`src/rtl/zrf_pkg.sv`:
```
package zrf_pkg;
    localparam int unsigned DEF_DATA_W = 32;
    localparam int unsigned DEF_ADDR_W = 5;

    typedef enum logic {
        BSRC_RB = 1'b0,
        BSRC_RC = 1'b1
    } bsrc_e;
endpackage

```
`src/rtl/zrf_bsel.sv`:
```
module zrf_bsel #(
    parameter int unsigned ADDR_W = zrf_pkg::DEF_ADDR_W
) (
    input  logic [ADDR_W-1:0] rb_addr,
    input  logic [ADDR_W-1:0] rc_addr,
    input  logic              sel,
    output logic [ADDR_W-1:0] b_addr
);
    import zrf_pkg::*;

    bsrc_e src;

    always_comb begin
        src = bsrc_e'(sel);
        unique case (src)
            BSRC_RC: b_addr = rc_addr;
            default: b_addr = rb_addr;
        endcase
    end
endmodule

```
`src/rtl/zrf_wdec.sv`:
```
module zrf_wdec #(
    parameter int unsigned ADDR_W = zrf_pkg::DEF_ADDR_W,
    parameter int unsigned NSTORE = (1 << ADDR_W) - 1
) (
    input  logic              clk,
    input  logic              wr_en,
    input  logic [ADDR_W-1:0] wr_addr,
    output logic [NSTORE-1:0] row_we
);
    localparam int unsigned NREGS = 1 << ADDR_W;
    localparam logic [ADDR_W-1:0] TOP_IDX = ADDR_W'(NREGS - 1);

    for (genvar i = 0; i < NSTORE; i++) begin : g_row
        assign row_we[i] = wr_en && (wr_addr == ADDR_W'(i));
    end

    // Checks sampled at the edge, when the write actually commits
    always_ff @(posedge clk) begin
        assert_onehot_we_R4: assert ($onehot0(row_we))
            else $error("more than one row enabled");
        if (wr_en === 1'b0)
            assert_idle_no_we_R4: assert (row_we == '0)
                else $error("row enabled without wr_en");
        if (wr_addr === TOP_IDX)
            assert_top_discard_R5: assert (row_we == '0)
                else $error("write to zero index reached storage");
    end
endmodule

```
`src/rtl/zrf_store.sv`:
```
module zrf_store #(
    parameter int unsigned DATA_W = zrf_pkg::DEF_DATA_W,
    parameter int unsigned NSTORE = 31
) (
    input  logic                           clk,
    input  logic [NSTORE-1:0]              row_we,
    input  logic [DATA_W-1:0]              wr_data,
    output logic [NSTORE-1:0][DATA_W-1:0]  rows
);
    typedef struct packed {
        logic [NSTORE-1:0][DATA_W-1:0] row;
    } store_t;

    store_t st_d, st_q;

    always_comb begin
        st_d = st_q;
        for (int i = 0; i < int'(NSTORE); i++) begin
            if (row_we[i]) st_d.row[i] = wr_data;
        end
    end

    always_ff @(posedge clk) begin
        st_q <= st_d;
    end

    assign rows = st_q.row;
endmodule

```
`src/rtl/zrf_rdport.sv`:
```
module zrf_rdport #(
    parameter int unsigned DATA_W = zrf_pkg::DEF_DATA_W,
    parameter int unsigned ADDR_W = zrf_pkg::DEF_ADDR_W,
    parameter int unsigned NSTORE = (1 << ADDR_W) - 1
) (
    input  logic [ADDR_W-1:0]              addr,
    input  logic [NSTORE-1:0][DATA_W-1:0]  rows,
    output logic [DATA_W-1:0]              data
);
    always_comb begin
        data = '0;
        for (int i = 0; i < int'(NSTORE); i++) begin
            if (addr == ADDR_W'(i)) data = rows[i];
        end
    end
endmodule

```
`src/rtl/zrf_regfile.sv`:
```
module zrf_regfile #(
    parameter int unsigned DATA_W = zrf_pkg::DEF_DATA_W,
    parameter int unsigned ADDR_W = zrf_pkg::DEF_ADDR_W
) (
    input  logic              clk,
    input  logic              wr_en,
    input  logic [ADDR_W-1:0] ra_addr,
    input  logic [ADDR_W-1:0] rb_addr,
    input  logic [ADDR_W-1:0] rc_addr,
    input  logic              b_from_rc,
    input  logic [DATA_W-1:0] wr_data,
    output logic [DATA_W-1:0] a_data,
    output logic [DATA_W-1:0] b_data
);
    localparam int unsigned NREGS  = 1 << ADDR_W;
    localparam int unsigned NSTORE = NREGS - 1;
    localparam int unsigned NRD    = 2;
    localparam logic [ADDR_W-1:0] TOP_IDX = ADDR_W'(NREGS - 1);

    logic [ADDR_W-1:0]              b_addr;
    logic [NSTORE-1:0]              row_we;
    logic [NSTORE-1:0][DATA_W-1:0]  rows;
    logic [NRD-1:0][ADDR_W-1:0]     rd_addr;
    logic [NRD-1:0][DATA_W-1:0]     rd_data;

    zrf_bsel #(.ADDR_W(ADDR_W)) bsel_i (
        .rb_addr (rb_addr),
        .rc_addr (rc_addr),
        .sel     (b_from_rc),
        .b_addr  (b_addr)
    );

    zrf_wdec #(.ADDR_W(ADDR_W), .NSTORE(NSTORE)) wdec_i (
        .clk     (clk),
        .wr_en   (wr_en),
        .wr_addr (rc_addr),
        .row_we  (row_we)
    );

    zrf_store #(.DATA_W(DATA_W), .NSTORE(NSTORE)) store_i (
        .clk     (clk),
        .row_we  (row_we),
        .wr_data (wr_data),
        .rows    (rows)
    );

    assign rd_addr[0] = ra_addr;
    assign rd_addr[1] = b_addr;

    for (genvar p = 0; p < NRD; p++) begin : g_port
        zrf_rdport #(.DATA_W(DATA_W), .ADDR_W(ADDR_W), .NSTORE(NSTORE)) rd_i (
            .addr (rd_addr[p]),
            .rows (rows),
            .data (rd_data[p])
        );
    end

    assign a_data = rd_data[0];
    assign b_data = rd_data[1];

    // Port-level checks, sampled at the edge while inputs are stable
    always_ff @(posedge clk) begin
        if (ra_addr === TOP_IDX)
            assert_zero_a_R2: assert (a_data === '0)
                else $error("port A index 31 not zero");
        if ((b_from_rc === 1'b1 && rc_addr === TOP_IDX) ||
            (b_from_rc === 1'b0 && rb_addr === TOP_IDX))
            assert_zero_b_R2: assert (b_data === '0)
                else $error("port B index 31 not zero");
        if (b_from_rc === 1'b1 && rc_addr === ra_addr)
            assert_bsel_rc_R3: assert (b_data === a_data)
                else $error("port B did not follow rc_addr");
        if (b_from_rc === 1'b0 && rb_addr === ra_addr)
            assert_bsel_rb_R7: assert (b_data === a_data)
                else $error("ports disagree on the same register");
    end
endmodule

```
`config.mk`:
```
export PLATFORM = sky130hd
export DESIGN_NAME = zrf_regfile
export DESIGN_NICKNAME = d
export VERILOG_FILES = /design/src/rtl/zrf_pkg.sv /design/src/rtl/zrf_bsel.sv /design/src/rtl/zrf_wdec.sv /design/src/rtl/zrf_store.sv /design/src/rtl/zrf_rdport.sv /design/src/rtl/zrf_regfile.sv
export SDC_FILE = /design/constraint.sdc
export NUM_CORES = 1
export LEC_CHECK = 0
export ABC_AREA = 1
export BUFFER_PORTS_ARGS = -buffer_cell sky130_fd_sc_hd__buf_2
export CORE_UTILIZATION = 50
export CTS_BUF_LIST = sky130_fd_sc_hd__clkbuf_4
export CTS_CLUSTER_DIAMETER = 60
export DETAILED_ROUTE_END_ITERATION = 10
export PLACE_DENSITY = 0.66
export SYNTH_ARGS = -nofsm -noshare
export SYNTH_HDL_FRONTEND = slang
export SYNTH_SLANG_ARGS = --single-unit
```
`constraint.sdc`:
```
create_clock -name clk -period 7 [get_ports clk]
set_input_delay 1.05 -clock clk [delete_from_list [all_inputs] [get_ports clk]]
set_output_delay 1.05 -clock clk [all_outputs]
set_load 0.02 [all_outputs]
```
* Word-level counts from Yosys, hierarchy flattened *
Index checks and enable logic that the tools add are counted.

storage, ports and cells
  logic and storage cells = 218
  input bits = 50
  bits in registers = 992
  output and inout bits = 64

cells by class
  reduce and logical (&&, ||, !) cells = 34
  eq/ne operators = 90
  multiplexer cells = 63

operators with widths
  cell                count
  $mux 32             62
  $eq 5x5->1 const B  45
  $eq 5x4->1 const B  24
  $eq 5x3->1 const B  12
  $logic_and 1x1->1   31
  $eq 5x2->1 const B  6
  $eq 5x1->1 const B  3
  $logic_not 5->1     3
  $mux 5              1

* Longest topological paths before layout *
  word-level depth = 33
  depth in mapped cells = 24
  depth with buffers taken out = 24

* By module *
Synthesis repeated with hierarchy kept, for this count alone.

unflattened totals
  cells, all modules = 4,881
  area, all modules = 46,274.4 µm²

modules (own cells, without submodules)
  module      seq. area each (µm²)  area an instance (µm²)  cells an instance  times used
  zrf_store   29,788.6              29,788.6                992                1
  zrf_rdport  0.0                   8,077.7                 1,902              2
  zrf_wdec    0.0                   270.3                   69                 1
  zrf_bsel    0.0                   60.1                    16                 1

* Least setup slack after synthesis *
OpenSTA, ideal clock, no wires.

  kind = in2out
  start = input port b_from_rc
  end = output port b_data[17]
  required time = 5,950 ps
  arrival = 3,062 ps
  cell stages on the path = 22
  buffers on the path = 4
  setup slack = 2,888 ps
  cell sequence = buf_6 nand2_2 o21ai_4 buf_6 buf_6 buf_2 nand3_1 nand2_1 nor2_1 nand4_1 nand2_1 nand4_1 nand2_1 nand4_1 nor3_1 nand4_1 nor2_1 nand4_1 nor2_1 nand4_1 nor2_1 nand4_1

between the ends
  word-level cells in the longest chain between the ends = 33
  elaborated cells between the ends (all ways) = 63
  classes of those cells = eq/ne: 30; mux: 32; reduce/logical: 1

ends and longest elaborated chain
  what                   RTL line           source
  from (decl)            zrf_regfile.sv:10  input logic b_from_rc,
  $mux 5 (*)             zrf_bsel.sv:15     unique case (src)
  $logic_not 5->1        zrf_rdport.sv:13   if (addr == ADDR_W'(i)) data = rows[i];
  $mux 32 (30 in a row)  zrf_rdport.sv:13
  $mux 32 (*)            zrf_rdport.sv:13
  to (decl)              zrf_regfile.sv:13  output logic [DATA_W-1:0] b_data

Mark *: on every way between the ends. The rest lies on a longest branch, timed or not.

* Worst setup path after layout *
  start = input port ra_addr[4]
  end = output port a_data[24]

between the ends
  word-level cells in the longest chain between the ends = 32
  elaborated cells between the ends (all ways) = 62
  classes of those cells = eq/ne: 30; mux: 31; reduce/logical: 1

ends and longest elaborated chain
  what                   RTL line           source
  from (decl)            zrf_regfile.sv:7   input logic [ADDR_W-1:0] ra_addr,
  $logic_not 5->1        zrf_rdport.sv:13
  $mux 32 (30 in a row)  zrf_rdport.sv:13
  $mux 32 (*)            zrf_rdport.sv:13
  to (decl)              zrf_regfile.sv:12  output logic [DATA_W-1:0] a_data,

Marks and branches as above.

==> results.md <==
* Status: completed
* Root Driver: clkbuf_4
* Pwr/cell area at 246 mW/mm2
* Die Span Y at 305 um
* Most frequent cells after synthesis: nand2_1, edfxtp_1, nor2_1
* Fillers at 7571
* IO Port Bufs at 113
* Initial antenna violation count at 2
* Largest net degree at the start of global routing at 94
* WHS at 0.408 ns
* Hold Path End: store_i.rows[944]
* Critical setup path kind: in -> out
* Unrepaired setup endpoints after global routing: no
* Setup TNS at 0 ns
* Worst slew pin tran at 1.27 ns
* Initial Utilization at 50.7%
* First-pass GRT wire length at 204 mm
* Synth cell types at 33
* Synth Net Count at 4824
* Max IR drop VDD at 0.000149 V
* Mapped Avg Cell Area at 9.60 um2
* Routed via count at 36.3k
* Mapped cell area at 0.0458 mm2
* Total grt overflow at 0
* Number of synthesized flops with an enable pin at 992
* Async SR Flop Fraction at 0%
* Count leader, synth: nand2_1
* TritonCTS Sinks at 992
* Post-synthesis register bit count at 992
* Max Cap Viol at 0
* Worst-path fanout max at 25
* Iter 0 DRT Violations at 3806
* Max reg flops at 992
* GP Congestion at 0.919
* Leakage at 19.3 nW
* WP data arrival at 5.02 ns
* Top cells by area, synth: edfxtp_1, nand2_1, nor2_1, nand4_1, inv_1
* Setup Buffers After CTS at 0
* Top cell type's share of synthesized area at 65.0%
* GRT Util Overall at 28.9%
* Cell count after synthesis at 4774
* First drt pass iteration count at 7
* Hold Path Stages at 1
* Final slew viol count at 0
* Post-detail-place hpwl at 86.8 mm
* Detail Route Antenna Nets at 0
* Nets@finish at 5109
* H-tree depth at 5
* DRC Markers at 0
* Critical Path Source Type: input port
* Total Wirelength at 134 mm
* Layout cells sized above 1 at 14.2%
* Post-layout min period at 6.07 ns
* Setup crit start: ra_addr[4]
* Largest area contributor in the synthesized netlist: edfxtp_1
* Clk slew on worst S/H paths at 0.06 ns
* Die Wd at 305 um
* Post-synthesis sequential area ratio at 65.0%
* Crit end category: output port
* Fmax at 0.165 GHz
* Final Setup Violations at 0
* Via density at 5.68
* Final period util at 86.7%
* Clock buffer depth at 4
* Top Ports at 114
* CTS buffer count at 282
* Primary FF master, synth: edfxtp_1
* Final Hold Vio Count at 0
* Cts hold-fix bufs at 0
* Hold/Removal Path Class: in -> reg
* Cts repair resizes at 0
* Critical Path RT at 5.95 ns
* Core Rows at 110
* Routed length per instance at 21.0 um
* Core area at 0.0904 mm2
* CTS tree: built
* Relative slew slack at 15.2%
* DIE AREA at 0.0929 mm2
* Synth warnings at 0
* Vias in the first global route at 36.0k
* Hold_sp: wr_data[16]
* Area delta synth->final at 12.0%
## metrics by stage
| step | cell area (um2) | setup slack, ns | instances | power [W] | util [%] |
|---|---|---|---|---|---|
| 2_1_floorplan | 45800 | 2.89 | 4774 | 0.00730 | - |
| 3_3_place_gp | 48100 | 1.04 | 5951 | 0.00775 | 53.2 |
| 3_5_place_dp | 48100 | 1.04 | 5951 | 0.00776 | 53.2 |
| 4_1_cts | 51300 | 1.03 | 6394 | 0.0127 | 56.8 |
| 5_1_grt | 51300 | 0.647 | 6398 | 0.0131 | 56.8 |
| 6_report | 51300 | 0.928 | 6398 | 0.0126 | 56.8 |
## cells in the final DEF (no fill, tap or decap), drive strengths merged, types with 25 or more instances in the layout
cell and count:
nor2 823, edfxtp 992, o21ai 25, clkinv 44, nor3 38, nand4 431, nand3 140, a21oi 28
nand2 1532, or2 56, inv 469, clkbuf 395, buf 202
## worst max path at each step
| stage | to | slack (ns) | depth (start not counted) |
|---|---|---|---|
| after detailed placement | a_data[24] | 1.04 | 20 |
| final | a_data[24] | 0.93 | 20 |
| after global routing | a_data[24] | 0.65 | 20 |
| after floorplan | b_data[17] | 2.89 | 22 |
| after global placement | b_data[28] | 1.04 | 25 |
| after CTS | a_data[24] | 1.03 | 20 |
## worst max-delay path, stage by stage
cell	delay (ns)
buf_2	0.63
inv_1	0.19
nand3_1	0.48
buf_12	0.27
o221ai_1	0.15
nor2_1	0.16
nand4_1	0.13
nor2_1	0.14
nand4_1	0.19
nor2_1	0.17
nand4_1	0.13
nor2_1	0.15
nand4_1	0.12
nor2_1	0.14
nand4_1	0.09
nor2_1	0.21
nand4_1	0.15
nor2_1	0.17
nand4_1	0.10
buf_2	0.17
## kinds of logic after synthesis
group                  Yosys count  share of synthesized area, %
flip-flops                     992                          65.0
AND/OR/NAND/NOR               3028                          28.2
AO/OA/AOI/OAI                   85                          1.19
buffers and inverters          669                          5.66
## final cells by class
cell class	instances	area [um2]	share of cell area, %
flip-flops and latches	992	29800	58.0
clock buffers	395	2970	5.78
diodes	4	10.0	0.0195
clock inverters	48	267	0.519
well taps	1176	1470	2.87
inverters	468	1760	3.42
multi-input cells	3113	13800	26.8
repair buffers	202	1300	2.52
## report_power, final
group,internal [W],switching (W)
Combinational,0.000255,0.000737
Sequential,0.00661,0.0000277
Clock,0.00268,0.00232
Total,0.00954,0.00309
## per-layer routing
layer	vias up	global-route usage, %	wire length (um)
met5	-	0	0
met4	0	15.9	6090
met3	389	4.26	11100
met2	1938	47.9	64900
met1	17300	36.6	52000
li1	16700	-	-
No activity file was read; power rests on OpenSTA's default activity.
